`config.mk`:
```
export PLATFORM = sky130hd
export DESIGN_NAME = lcd_bus_engine
export DESIGN_NICKNAME = d
export VERILOG_FILES = /design/src/rtl/lcd_bus_pkg.sv /design/src/rtl/lcd_phase_timer.sv /design/src/rtl/lcd_cycle_timer.sv /design/src/rtl/lcd_bus_fsm.sv /design/src/rtl/lcd_bus_datapath.sv /design/src/rtl/lcd_bus_engine.sv
export SDC_FILE = /design/constraint.sdc
export NUM_CORES = 1
export LEC_CHECK = 0
export BUFFER_PORTS_ARGS = -buffer_cell sky130_fd_sc_hd__buf_2
export CAP_MARGIN = 15
export CORE_AREA = 5 5 66 68
export DETAILED_ROUTE_END_ITERATION = 16
export DIE_AREA = 0 0 71 73
export PLACE_DENSITY = 0.84
export SYNTH_ARGS = -nofsm -noshare
export SYNTH_HDL_FRONTEND = slang
export SYNTH_SLANG_ARGS = --single-unit
export TNS_END_PERCENT = 1
```
`constraint.sdc`:
```
create_clock -name clk -period 2.2 [get_ports clk]
set_input_delay 0.44 -clock clk [delete_from_list [all_inputs] [get_ports clk]]
set_output_delay 0.44 -clock clk [all_outputs]
set_load 0.02 [all_outputs]
```
`src/rtl/lcd_bus_pkg.sv`:
```
package lcd_bus_pkg;

  typedef enum logic [2:0] {
    PH_IDLE,
    PH_SETUP,
    PH_HIGH,
    PH_HOLD,
    PH_TAIL
  } phase_t;

  // Ceiling conversion of a nanosecond limit to clocks, at least one clock.
  function automatic int unsigned ns_to_clk(input longint unsigned t_ns,
                                            input longint unsigned clk_hz);
    longint unsigned c;
    c = (t_ns * clk_hz + 64'd999_999_999) / 64'd1_000_000_000;
    if (c < 64'd1) c = 64'd1;
    return c[31:0];
  endfunction

  function automatic int unsigned max2(input int unsigned a, input int unsigned b);
    return (a > b) ? a : b;
  endfunction

endpackage

```
`src/rtl/lcd_phase_timer.sv`:
```
module lcd_phase_timer #(
  parameter int unsigned W = 9
) (
  input  logic         clk,
  input  logic         rst_n,
  input  logic         load,
  input  logic [W-1:0] load_val,
  output logic         last
);
  logic [W-1:0] cnt;

  always_ff @(posedge clk or negedge rst_n) begin
    if (!rst_n) begin
      cnt <= '0;
    end else if (load) begin
      cnt <= load_val;
    end else if (cnt != '0) begin
      cnt <= cnt - 1'b1;
    end
  end

  assign last = (cnt == W'(1));
endmodule

```
`src/rtl/lcd_cycle_timer.sv`:
```
module lcd_cycle_timer #(
  parameter int unsigned W     = 9,
  parameter int unsigned LIMIT = 300
) (
  input  logic clk,
  input  logic rst_n,
  input  logic clear,
  output logic reached
);
  localparam logic [W-1:0] SAT = '1;
  logic [W-1:0] cnt;

  always_ff @(posedge clk or negedge rst_n) begin
    if (!rst_n) begin
      cnt <= SAT;
    end else if (clear) begin
      cnt <= '0;
    end else if (cnt != SAT) begin
      cnt <= cnt + 1'b1;
    end
  end

  // cnt holds the clocks elapsed since the strobe rose
  assign reached = (cnt >= W'(LIMIT - 1));
endmodule

```
`src/rtl/lcd_bus_fsm.sv`:
```
module lcd_bus_fsm
  import lcd_bus_pkg::*;
#(
  parameter int unsigned W       = 9,
  parameter int unsigned AS_CLK  = 1,
  parameter int unsigned HI_CLK  = 35,
  parameter int unsigned HLD_CLK = 3
) (
  input  logic         clk,
  input  logic         rst_n,
  input  logic         req_valid,
  input  logic         ph_last,
  input  logic         cyc_reached,
  output phase_t       phase,
  output logic         ph_load,
  output logic [W-1:0] ph_val,
  output logic         cyc_clear,
  output logic         accept,
  output logic         capture,
  output logic         done
);
  phase_t nxt;
  logic   done_nxt;

  always_comb begin
    nxt       = phase;
    ph_load   = 1'b0;
    ph_val    = '0;
    cyc_clear = 1'b0;
    capture   = 1'b0;
    done_nxt  = 1'b0;
    unique case (phase)
      PH_IDLE: if (req_valid) begin
        nxt     = PH_SETUP;
        ph_load = 1'b1;
        ph_val  = W'(AS_CLK);
      end
      PH_SETUP: if (ph_last) begin
        nxt       = PH_HIGH;
        ph_load   = 1'b1;
        ph_val    = W'(HI_CLK);
        cyc_clear = 1'b1;
      end
      PH_HIGH: if (ph_last) begin
        nxt     = PH_HOLD;
        ph_load = 1'b1;
        ph_val  = W'(HLD_CLK);
        capture = 1'b1;
      end
      PH_HOLD: if (ph_last) begin
        if (cyc_reached) begin
          nxt      = PH_IDLE;
          done_nxt = 1'b1;
        end else begin
          nxt = PH_TAIL;
        end
      end
      PH_TAIL: if (cyc_reached) begin
        nxt      = PH_IDLE;
        done_nxt = 1'b1;
      end
      default: nxt = PH_IDLE;
    endcase
  end

  assign accept = (phase == PH_IDLE) && req_valid;

  always_ff @(posedge clk or negedge rst_n) begin
    if (!rst_n) begin
      phase <= PH_IDLE;
      done  <= 1'b0;
    end else begin
      phase <= nxt;
      done  <= done_nxt;
    end
  end
endmodule

```
`src/rtl/lcd_bus_datapath.sv`:
```
module lcd_bus_datapath (
  input  logic       clk,
  input  logic       rst_n,
  input  logic       accept,
  input  logic       capture,
  input  logic       req_rs,
  input  logic       req_read,
  input  logic [7:0] req_wdata,
  input  logic [7:0] db_in,
  output logic       rs_q,
  output logic       rd_q,
  output logic [7:0] wdata_q,
  output logic [7:0] rdata_q
);
  always_ff @(posedge clk or negedge rst_n) begin
    if (!rst_n) begin
      rs_q    <= 1'b0;
      rd_q    <= 1'b0;
      wdata_q <= '0;
      rdata_q <= '0;
    end else begin
      if (accept) begin
        rs_q    <= req_rs;
        rd_q    <= req_read;
        wdata_q <= req_wdata;
      end
      if (capture && rd_q) rdata_q <= db_in;
    end
  end
endmodule

```
`src/rtl/lcd_bus_engine.sv`:
```
module lcd_bus_engine
  import lcd_bus_pkg::*;
#(
  parameter longint unsigned CLK_HZ   = 250_000_000,
  parameter int unsigned     T_CYC_NS = 1200,
  parameter int unsigned     T_PW_NS  = 140,
  parameter int unsigned     T_AS_NS  = 0,
  parameter int unsigned     T_AH_NS  = 10,
  parameter int unsigned     T_DSW_NS = 40,
  parameter int unsigned     T_DH_NS  = 10,
  parameter int unsigned     T_DDR_NS = 100
) (
  input  logic       clk,
  input  logic       rst_n,
  input  logic       req_valid,
  output logic       req_ready,
  input  logic       req_rs,
  input  logic       req_read,
  input  logic [7:0] req_wdata,
  output logic       done,
  output logic [7:0] rdata,
  output logic       lcd_rs,
  output logic       lcd_rw,
  output logic       lcd_e,
  output logic [7:0] lcd_db_out,
  output logic       lcd_db_oe,
  input  logic [7:0] lcd_db_in
);
  localparam int unsigned AS_CLK  = ns_to_clk(T_AS_NS, CLK_HZ);
  localparam int unsigned HI_CLK  = max2(ns_to_clk(T_PW_NS, CLK_HZ),
                                         max2(ns_to_clk(T_DSW_NS, CLK_HZ),
                                              ns_to_clk(T_DDR_NS, CLK_HZ)));
  localparam int unsigned HLD_CLK = max2(ns_to_clk(T_AH_NS, CLK_HZ),
                                         ns_to_clk(T_DH_NS, CLK_HZ));
  localparam int unsigned CYC_CLK = ns_to_clk(T_CYC_NS, CLK_HZ);
  localparam int unsigned MAX_CLK = max2(max2(AS_CLK, HI_CLK), max2(HLD_CLK, CYC_CLK));
  localparam int unsigned CW      = $clog2(MAX_CLK + 2);

  phase_t        phase;
  logic          ph_load, ph_last, cyc_clear, cyc_reached, accept, capture;
  logic [CW-1:0] ph_val;
  logic          rd_q;

  lcd_bus_fsm #(
    .W(CW), .AS_CLK(AS_CLK), .HI_CLK(HI_CLK), .HLD_CLK(HLD_CLK)
  ) u_fsm (
    .clk(clk), .rst_n(rst_n), .req_valid(req_valid),
    .ph_last(ph_last), .cyc_reached(cyc_reached),
    .phase(phase), .ph_load(ph_load), .ph_val(ph_val),
    .cyc_clear(cyc_clear), .accept(accept), .capture(capture), .done(done)
  );

  lcd_phase_timer #(.W(CW)) u_ph_tmr (
    .clk(clk), .rst_n(rst_n), .load(ph_load), .load_val(ph_val), .last(ph_last)
  );

  lcd_cycle_timer #(.W(CW), .LIMIT(CYC_CLK)) u_cyc_tmr (
    .clk(clk), .rst_n(rst_n), .clear(cyc_clear), .reached(cyc_reached)
  );

  lcd_bus_datapath u_dp (
    .clk(clk), .rst_n(rst_n), .accept(accept), .capture(capture),
    .req_rs(req_rs), .req_read(req_read), .req_wdata(req_wdata),
    .db_in(lcd_db_in), .rs_q(lcd_rs), .rd_q(rd_q),
    .wdata_q(lcd_db_out), .rdata_q(rdata)
  );

  assign req_ready = (phase == PH_IDLE);
  assign lcd_rw    = rd_q;
  assign lcd_e     = (phase == PH_HIGH);
  assign lcd_db_oe = !rd_q && ((phase == PH_SETUP) || (phase == PH_HIGH) || (phase == PH_HOLD));
endmodule

```
Word level (Yosys, flattened, before mapping)

Cells that the tools add are included.

Add/subtract/negate cells: 2
Magnitude comparators: 1
Eq/ne operators: 11
Muxes and demuxes: 23
Reductions and logical operators: 12

Operator list:

| operator            | count |
|---|---|
| $mux 9              | 4 |
| $pmux 9 s3          | 1 |
| $mux 3              | 6 |
| $pmux 3 s5          | 1 |
| $add 9x1->9 const B | 1 |
| $eq 9x1->1 const B  | 1 |
| $ge 9x9->1 const B  | 1 |
| $ne 9x9->1 const B  | 1 |
| $reduce_bool 9->1   | 1 |
| $sub 9x1->9 const B | 1 |
| $ne 2x2->1 const B  | 4 |
| $mux 1              | 7 |
| $eq 3x2->1 const B  | 2 |
| $mux 6              | 1 |
| $reduce_and 5->1    | 1 |
| $pmux 1 s2          | 2 |
| $reduce_bool 2->1   | 2 |
| $eq 3x1->1 const B  | 1 |
| $eq 3x3->1 const B  | 1 |
| $logic_and 1x1->1   | 3 |
| $logic_not 3->1     | 1 |
| $logic_or 1x1->1    | 2 |
| $mux 2              | 1 |
| $ne 2x1->1 const B  | 1 |
| 2 further kinds     | 2 |

Bits in registers: 40
Input bits: 21
Output and inout port bits: 22
Word-level logic and storage cells: 57

Depth between registers and ports, before layout

Gate-level depths: netlist of run 1.

Depth after elaboration: 4
Mapped depth: 8
Mapped depth without buffers: 7

Hierarchy

From an unflattened synthesis of run 1, not the netlist that was laid out.

Cells, all modules: 191
Area total of the unflattened synthesis: 2097.0 um^2

Modules (own cells, without submodules):

| module           | instances | cells each | area each (um^2) | sequential area each (um^2) |
|---|---|---|---|---|
| lcd_bus_datapath | 1         | 38         | 670.6            | 450.4 |
| lcd_phase_timer  | 1         | 67         | 594.3            | 225.2 |
| lcd_cycle_timer  | 1         | 49         | 501.7            | 236.5 |
| lcd_bus_fsm      | 1         | 33         | 309.0            | 100.1 |
| lcd_bus_engine   | 1         | 4          | 21.3             | 0.0 |

Least setup slack after synthesis of run 1

Ideal clock, no wire load.

Kind: register -> register
From: reg u_fsm.phase[1]
To: reg u_dp.rd_q
Setup time: 0.125 ns
Arrival time: 1.892 ns
Data required time: 2.075 ns
Setup slack: 0.183 ns
Stages on the path, launching flop included: 6
Buffers on the path: 2
Clock period less this slack: 2.017 ns
Cell sequence: dfrtp_1 > clkbuf_1 > nor3_1 > and2_1 > buf_2 > mux2_2

Longest elaborated chain between the ends: 2

RTL lines:

| element                | line                   | source |
|---|---|---|
| from (decl)            | lcd_bus_fsm.sv:14      | `output phase_t phase,` |
| from (signal assigned) | lcd_bus_fsm.sv:73      | `phase <= nxt;` |
| $logic_not 3->1        | --                     |  |
| named net req_ready    | lcd_bus_engine.sv:16   | `output logic req_ready,` |
| $logic_and 1x1->1      | lcd_bus_fsm.sv:66      | `assign accept = (phase == PH_IDLE) && req_valid;` |
| to (signal assigned)   | lcd_bus_datapath.sv:24 | `rd_q <= req_read;` |
| to (decl)              | lcd_bus_datapath.sv:11 | `output logic rd_q,` |

The timed path passes the listed nets, and every way through them passes these cells.
A chain may end at the register's enable or synchronous reset.

Worst setup path after layout of run 1

From: reg u_cyc_tmr.cnt[0]
To: reg u_cyc_tmr.cnt[5]

Longest elaborated chain between the ends: 3
Elaborated cells on any way between the ends: 5
Those cells by class: add/sub (1); eq/ne (1); mux (2); reduce/logical (1)

RTL lines:

| element                | line                  | source |
|---|---|---|
| from (decl)            | lcd_cycle_timer.sv:11 | `logic [W-1:0] cnt;` |
| from (signal assigned) | lcd_cycle_timer.sv:19 | `cnt <= cnt + 1'b1;` |
| $add 9x1->9            | lcd_cycle_timer.sv:19 |  |
| $mux 9                 | lcd_cycle_timer.sv:18 | `end else if (cnt != SAT) begin` |
| $mux 9                 | lcd_cycle_timer.sv:16 | `end else if (clear) begin` |

Several ways; a longest one is shown, not always the timed one. The select of a mux whose other input is x is not followed.

==> summary.txt, run 1 <==
Status
  – Status: finished, final reports clean

Pwr
  – Switching Fraction: 37.6%
  – Sw power: 1.07 mW
  – Total chip power: 2.86 mW
  – Leak: 1.03 nW
  – Flop pwr share: 45.6%
  – Worst ir drop on vdd: 760 uV
  – Cell internal pwr: 1.78 mW
  – Combinational Power Share: 38.0%
  – Clock Power Share: 16.4%
  – PwrDens: 1280 nW/um^2

Placement
  – Cells after DPL: 248
  – Port Buffers: 42
  – Final HPWL DP: 2.66 mm
  – RePlAce Congestion: 0.858

Route
  – Vias/cell: 5.36
  – Wirelength per Cell: 14.0 um
  – DRT iter0 DRCs: 32
  – Routed WL: 3.59 mm
  – Vias: 1,373
  – DRC violations left: 0
  – Number of routed nets with antenna violations: 0
  – Drt pass-1 iters: 4

Global routing
  – Total GRT Usage: 14.8%
  – Largest net degree at the start of global routing: 41
  – First-pass GRT wire length: 6.02 mm
  – Vias in the first global route: 1,387
  – Initial antenna violation count: 0
  – Global route total overflow: 0

Die
  – Die ar.: 5180 sq um
  – Core Rows: 23
  – Die Wd: 71 um
  – Initial core utilization: 49.4%
  – Die Ht: 73 um
  – Ports: 43
  – Core area: 3800 sq um

Layout
  – Most frequent cells in the layout: 42 x buf_2, 31 x dfrtp_1, 18 x mux2_2
  – Ant diodes: 0
  – Final nets: 230
  – # fillers: 344
  – Layout cells sized above 1: 40.3%
  – FF/Latch Area: 1010 sq um
  – Synth-to-layout area growth: 18.9%
  – Most common cell after layout, fill and taps aside: buf_2
  – Non-Filler Instances: 256
  – Multi-input gate area: 831 sq um

Worst setup path
  – Crit path DAT: 2.19 ns
  – WP data required: 2.42 ns
  – CP max stage delay: 0.39 ns
  – Setup crit end kind: flip-flop
  – Worst Setup Path Type: flip-flop to flip-flop
  – CP delay by family, top: simple AND/OR/NAND/NOR gates
  – Slowest stage cell, crit path: dfstp_2
  – CP dominant cell by count: ha_1
  – Crit-path cells: ha_1 -> nand3_1 -> nor2_1 -> ha_1 -> nand4b_1 -> or3_1 -> a21oi_1
  – Critical path buffer and inverter count: 0
  – Startpoint Class: flip-flop
  – CP Max Fanout: 7

Logic synthesis
  – Netlist cell types: 40
  – Post-synth EDFFs: 0
  – Sequential share of the synthesized area: 54.0%
  – Post-Synthesis Cells: 159
  – Mapped Area: 1880 sq um
  – Seq cells post-synth: 40
  – Synth Flop Type: dfrtp_1
  – Warnings, synthesis: 0
  – Mapped Nets: 184
  – Async SR Flop Fraction: 100%
  – Syn avg cell area: 11.8 sq um

Clock tree
  – TritonCTS clock tree: yes
  – Post-CTS Setup Bufs: 0
  – Clock Latency Late Sink: 0.29 ns
  – Resize count post-CTS: 0
  – CTS Buf Count: 5
  – CTS root buf: clkbuf_8
  – H-Tree Level Count: 2
  – Hold_buf cts: 0
  – CTS sink cnt: 40
  – Worst-path clk slew: 0.07 ns
  – Clock Path Buffers: 2

Worst hold path
  – Hold Path Class: input port to asynchronous set/reset pin

Timing
  – Skew final: 0.00736 ns
  – RSZ-0062 raised after global routing: false
  – Final worst path period need: 1.98 ns
  – Slew HR: 43.0%
  – Fin crit share: 89.9%
  – FMAX: 0.506 GHz
  – Worst hold slack: 0.252 ns
  – Final hold vios: 0
  – Setup Viol. Count Final: 0
  – Worst-Margin Slew: 0.855 ns
  – Slew Limit Fails: 0
  – Total Neg Setup Slack: 0 ns

Job
  – Max Cap Viol: 0
-- state kept, by name (all words and copies together), names as in the netlist --
name,flops
u_dp.wdata_q,8
u_dp.rdata_q,8
u_dp.rd_q,1
u_fsm.done,1
u_fsm.phase,3
u_ph_tmr.cnt,9
u_dp.rs_q,1
u_cyc_tmr.cnt,9
-- synth_stat cells, types with 3 or more instances --
master    count  area share (%)
dfrtp_1      31              41
mux2_2       18              11
nor2_1       17             3.4
dfstp_2       9              13
nand2_1       9             1.8
a21oi_1       7             1.9
xnor2_1       5             2.3
clkbuf_1      4            0.80
ha_1          4             2.7
nor4b_1       4             1.9
xor2_1        4             1.9
a211o_1       3             1.4
a211oi_1      3             1.2
and2_1        3             1.0
nor2b_1       3             1.0
nor3_1        3            0.80
o21ai_0       3            0.80
-- layout make-up --
cell class / count / area share [%]
multi-input combinational: 111 / 37.2
timing repair buffer: 45 / 10.4
inverter: 2 / 0.337
tap: 50 / 2.80
clock inverter: 1 / 0.393
clock buffer: 7 / 3.42
sequential: 40 / 45.4
-- power groups by stage --
stage               Clock (mW)  Combinational, mW  Sequential (mW)
floorplan                    0              0.720             1.35
global placement             0               1.05             1.30
detailed placement           0               1.10             1.31
CTS                      0.489               1.10             1.30
global route             0.518               1.21             1.34
finish                   0.467               1.09             1.30
-- path summary, 6_finish.rpt --
check	from	to	slack (ns)	cells after the start
setup / recovery	u_cyc_tmr.cnt[0]	u_cyc_tmr.cnt[5]	0.22	7
hold / removal	rst_n	u_ph_tmr.cnt[2]	0.25	1
setup reg to reg	u_cyc_tmr.cnt[0]	u_cyc_tmr.cnt[5]	0.22	7
hold reg to reg	u_dp.rdata_q[0]	u_dp.rdata_q[0]	0.50	1
max in group asynchronous	rst_n	u_ph_tmr.cnt[3]	1.41	1
min in group clk	lcd_db_in[1]	u_dp.rdata_q[1]	0.38	2
-- logic make-up (layout without fill, tap and decap cells) --
group	after synthesis	count (layout)	share of synthesized area, %
DFF	40	40	54.0
xor gates and xnor gates	9	9	4.20
muxes	20	20	11.9
adders and majority gates	4	4	2.67
AOI/OAI and AO/OA	22	22	8.01
buffers and inverters	8	55	1.73
and+or+nand+nor	56	56	17.5
-- worst register-to-register path, stage by stage (launching register included) --
cell	delay, ns
dfstp_2	0.39
ha_1	0.24
nand3_1	0.09
nor2_1	0.05
ha_1	0.30
nand4b_1	0.32
or3_1	0.36
a21oi_1	0.15
-- layer usage --
layer  GRT usage [%]  wire length (um)  part of all wire (%)
met5               0                 0                     0
met4            6.26                72                   2.0
met3            4.41               171                   4.8
met2            24.7              1780                    50
met1            17.8              1560                    44
-- per-stage QoR --
step	worst slack (ns)	utilization [%]	area (sq um)
3_5_place_dp	0.270	56.5	2150
5_1_grt	0.0691	58.7	2230
6_report	0.223	58.7	2230
2_1_floorplan	0.183	-	1880
3_3_place_gp	0.295	56.5	2150
4_1_cts	0.236	58.7	2230
No activity file was read; power rests on OpenSTA's default activity.
==> run 2, diff against run 1 <==
- CAP_MARGIN: 15 -> 20
- CTS_CLUSTER_SIZE: default -> 10
- SETUP_SLACK_MARGIN: default -> 0.3
==> summary.txt, run 2 (synthesis gave the netlist of run 1 again) <==
Timing
  – Total Neg Setup Slack: 0 ns
  – FMAX: 0.526 GHz
  – Fin crit share: 86.4%
  – Final worst path period need: 1.90 ns
  – Slew Limit Fails: 0
  – RSZ-0062 raised after global routing: true
  – Skew final: 0.00420 ns
  – Slew HR: 64.0%
  – Final hold vios: 0
  – Worst-Margin Slew: 0.540 ns
  – Worst hold slack: 0.0562 ns
  – Setup Viol. Count Final: 0

Route
  – Vias: 1,391
  – Drt pass-1 iters: 4
  – DRT iter0 DRCs: 37
  – DRC violations left: 0
  – Vias/cell: 5.37
  – Number of routed nets with antenna violations: 0
  – Routed WL: 3.81 mm
  – Wirelength per Cell: 14.7 um

Status
  – Status: finished, final reports clean

Clock tree
  – CTS root buf: clkbuf_8
  – Clock Path Buffers: 2
  – CTS Buf Count: 5
  – H-Tree Level Count: 2
  – CTS sink cnt: 40
  – Clock Latency Late Sink: 0.29 ns
  – Worst-path clk slew: 0.07 ns
  – TritonCTS clock tree: yes
  – Hold_buf cts: 0

Layout
  – Final nets: 233
  – Most frequent cells in the layout: 42 x buf_2, 30 x dfrtp_1, 18 x mux2_2
  – # fillers: 328
  – Most common cell after layout, fill and taps aside: buf_2
  – Ant diodes: 0
  – Biggest regs: u_cyc_tmr.cnt x9, u_ph_tmr.cnt x9
  – Layout cells sized above 1: 44.5%
  – Final Cell Area: 2300 sq um
  – Synth-to-layout area growth: 22.9%

Worst setup path
  – CP max stage delay: 0.52 ns
  – Crit-path cells: or3_4 -> or4b_4 -> or3b_1 -> a21oi_2
  – Crit path DAT: 2.12 ns
  – Slowest stage cell, crit path: or4b_4
  – WP data required: 2.42 ns
  – R2R Path Start: u_ph_tmr.cnt[2]
  – CP delay by family, top: simple AND/OR/NAND/NOR gates
  – Worst Setup Path Type: flip-flop to flip-flop
  – Startpoint Class: flip-flop
  – R2R Setup Slk: 0.30 ns
  – R2r endpoint: u_ph_tmr.cnt[7]
  – Critical path buffer and inverter count: 0
  – Worst reg2reg path depth: 4
  – CP Max Fanout: 6
  – Setup crit end kind: flip-flop

Placement
  – RePlAce Congestion: 0.854
  – Dpl cell area: 2170 sq um
  – Port Buffers: 42
  – Final HPWL DP: 2.86 mm

Global routing
  – Total GRT Usage: 16.3%
  – First-pass GRT wire length: 6.56 mm
  – Vias in the first global route: 1,433
  – Initial antenna violation count: 0
  – Global route total overflow: 0
  – Largest net degree at the start of global routing: 17

Die
  – Ports: 43
  – Core Rows: 23
  – Die Ht: 73 um
  – Die Wd: 71 um
  – Die ar.: 5180 sq um
  – Initial core utilization: 49.4%
  – Core area: 3800 sq um

Job
  – Max Cap Viol: 0

Pwr
  – Worst ir drop on vdd: 700 uV
  – Leak: 1.05 nW
  – PwrDens: 1300 nW/um^2

Worst hold path
  – Hold Path Class: input port to asynchronous set/reset pin
==> run 2: repair_timing <==
action / CTS / global route
setup endpoints to repair: 3 / 23
pin swaps: 0 / 1
buffers inserted: 1 / 0
resized for setup: 1 / 5
endpoints found under the hold margin: 0 / 0
gates cloned: 0 / 0
==> run 2: per-stage QoR <==
| step | util, % | setup slack (ns) | power (mW) | std cells |
|---|---|---|---|---|
| after global placement | 57.0 | 0.312 | 2.36 | 250 |
| after detailed placement | 57.0 | 0.235 | 2.41 | 250 |
| final | 60.7 | 0.299 | 3.00 | 259 |
| after global routing | 60.7 | 0.228 | 3.24 | 259 |
| after CTS | 60.1 | 0.244 | 3.01 | 259 |
| after floorplan | - | 0.344 | 2.07 | 159 |
==> run 2: area by class of cell <==
| class | count | area [sq um] | share of cell area (%) |
|---|---|---|---|
| inverter | 2 | 7.51 | 0.326 |
| clock buffer | 6 | 72.6 | 3.15 |
| timing repair buffer | 48 | 255 | 11.1 |
| tap | 50 | 62.6 | 2.71 |
| clock inverter | 2 | 35.0 | 1.52 |
| sequential | 40 | 1010 | 44.0 |
| multi-input combinational | 111 | 858 | 37.2 |
==> run 2: worst max-delay path by stage <==
| stage | from | to | slack [ns] | cells after the start |
|---|---|---|---|---|
| after detailed placement | u_cyc_tmr.cnt[0] | u_cyc_tmr.cnt[7] | 0.23 | 7 |
| after global routing | u_ph_tmr.cnt[2] | u_ph_tmr.cnt[7] | 0.23 | 4 |
| after global placement | u_cyc_tmr.cnt[0] | u_cyc_tmr.cnt[5] | 0.31 | 7 |
| after CTS | u_fsm.phase[2] | lcd_e | 0.24 | 3 |
| final | u_ph_tmr.cnt[2] | u_ph_tmr.cnt[7] | 0.30 | 4 |
| after floorplan | u_cyc_tmr.cnt[0] | u_cyc_tmr.cnt[5] | 0.34 | 8 |
==> run 2: power by group <==
group	switching [mW]	leakage [nW]	internal [mW]
clock	0.242	0.0552	0.336
sequential	0.273	0.472	1.04
combinational	0.577	0.525	0.536
==> run 2: routing by layer <==
| layer | global-route usage [%] | share of wire, % | vias to the layer above | wire length (um) |
|---|---|---|---|---|
| li1 | - | - | 660 | - |
| met1 | 20.1 | 42 | 689 | 1620 |
| met2 | 26.3 | 51 | 33 | 1960 |
| met3 | 5.37 | 3.4 | 9 | 129 |
| met4 | 7.31 | 2.7 | 0 | 103 |
| met5 | 0 | 0 | - | 0 |
==> run 2: worst register-to-register path, stage by stage (launching register included) <==
cell,delay [ns]
dfrtp_2,0.44
or3_4,0.39
or4b_4,0.52
or3b_1,0.37
a21oi_2,0.11
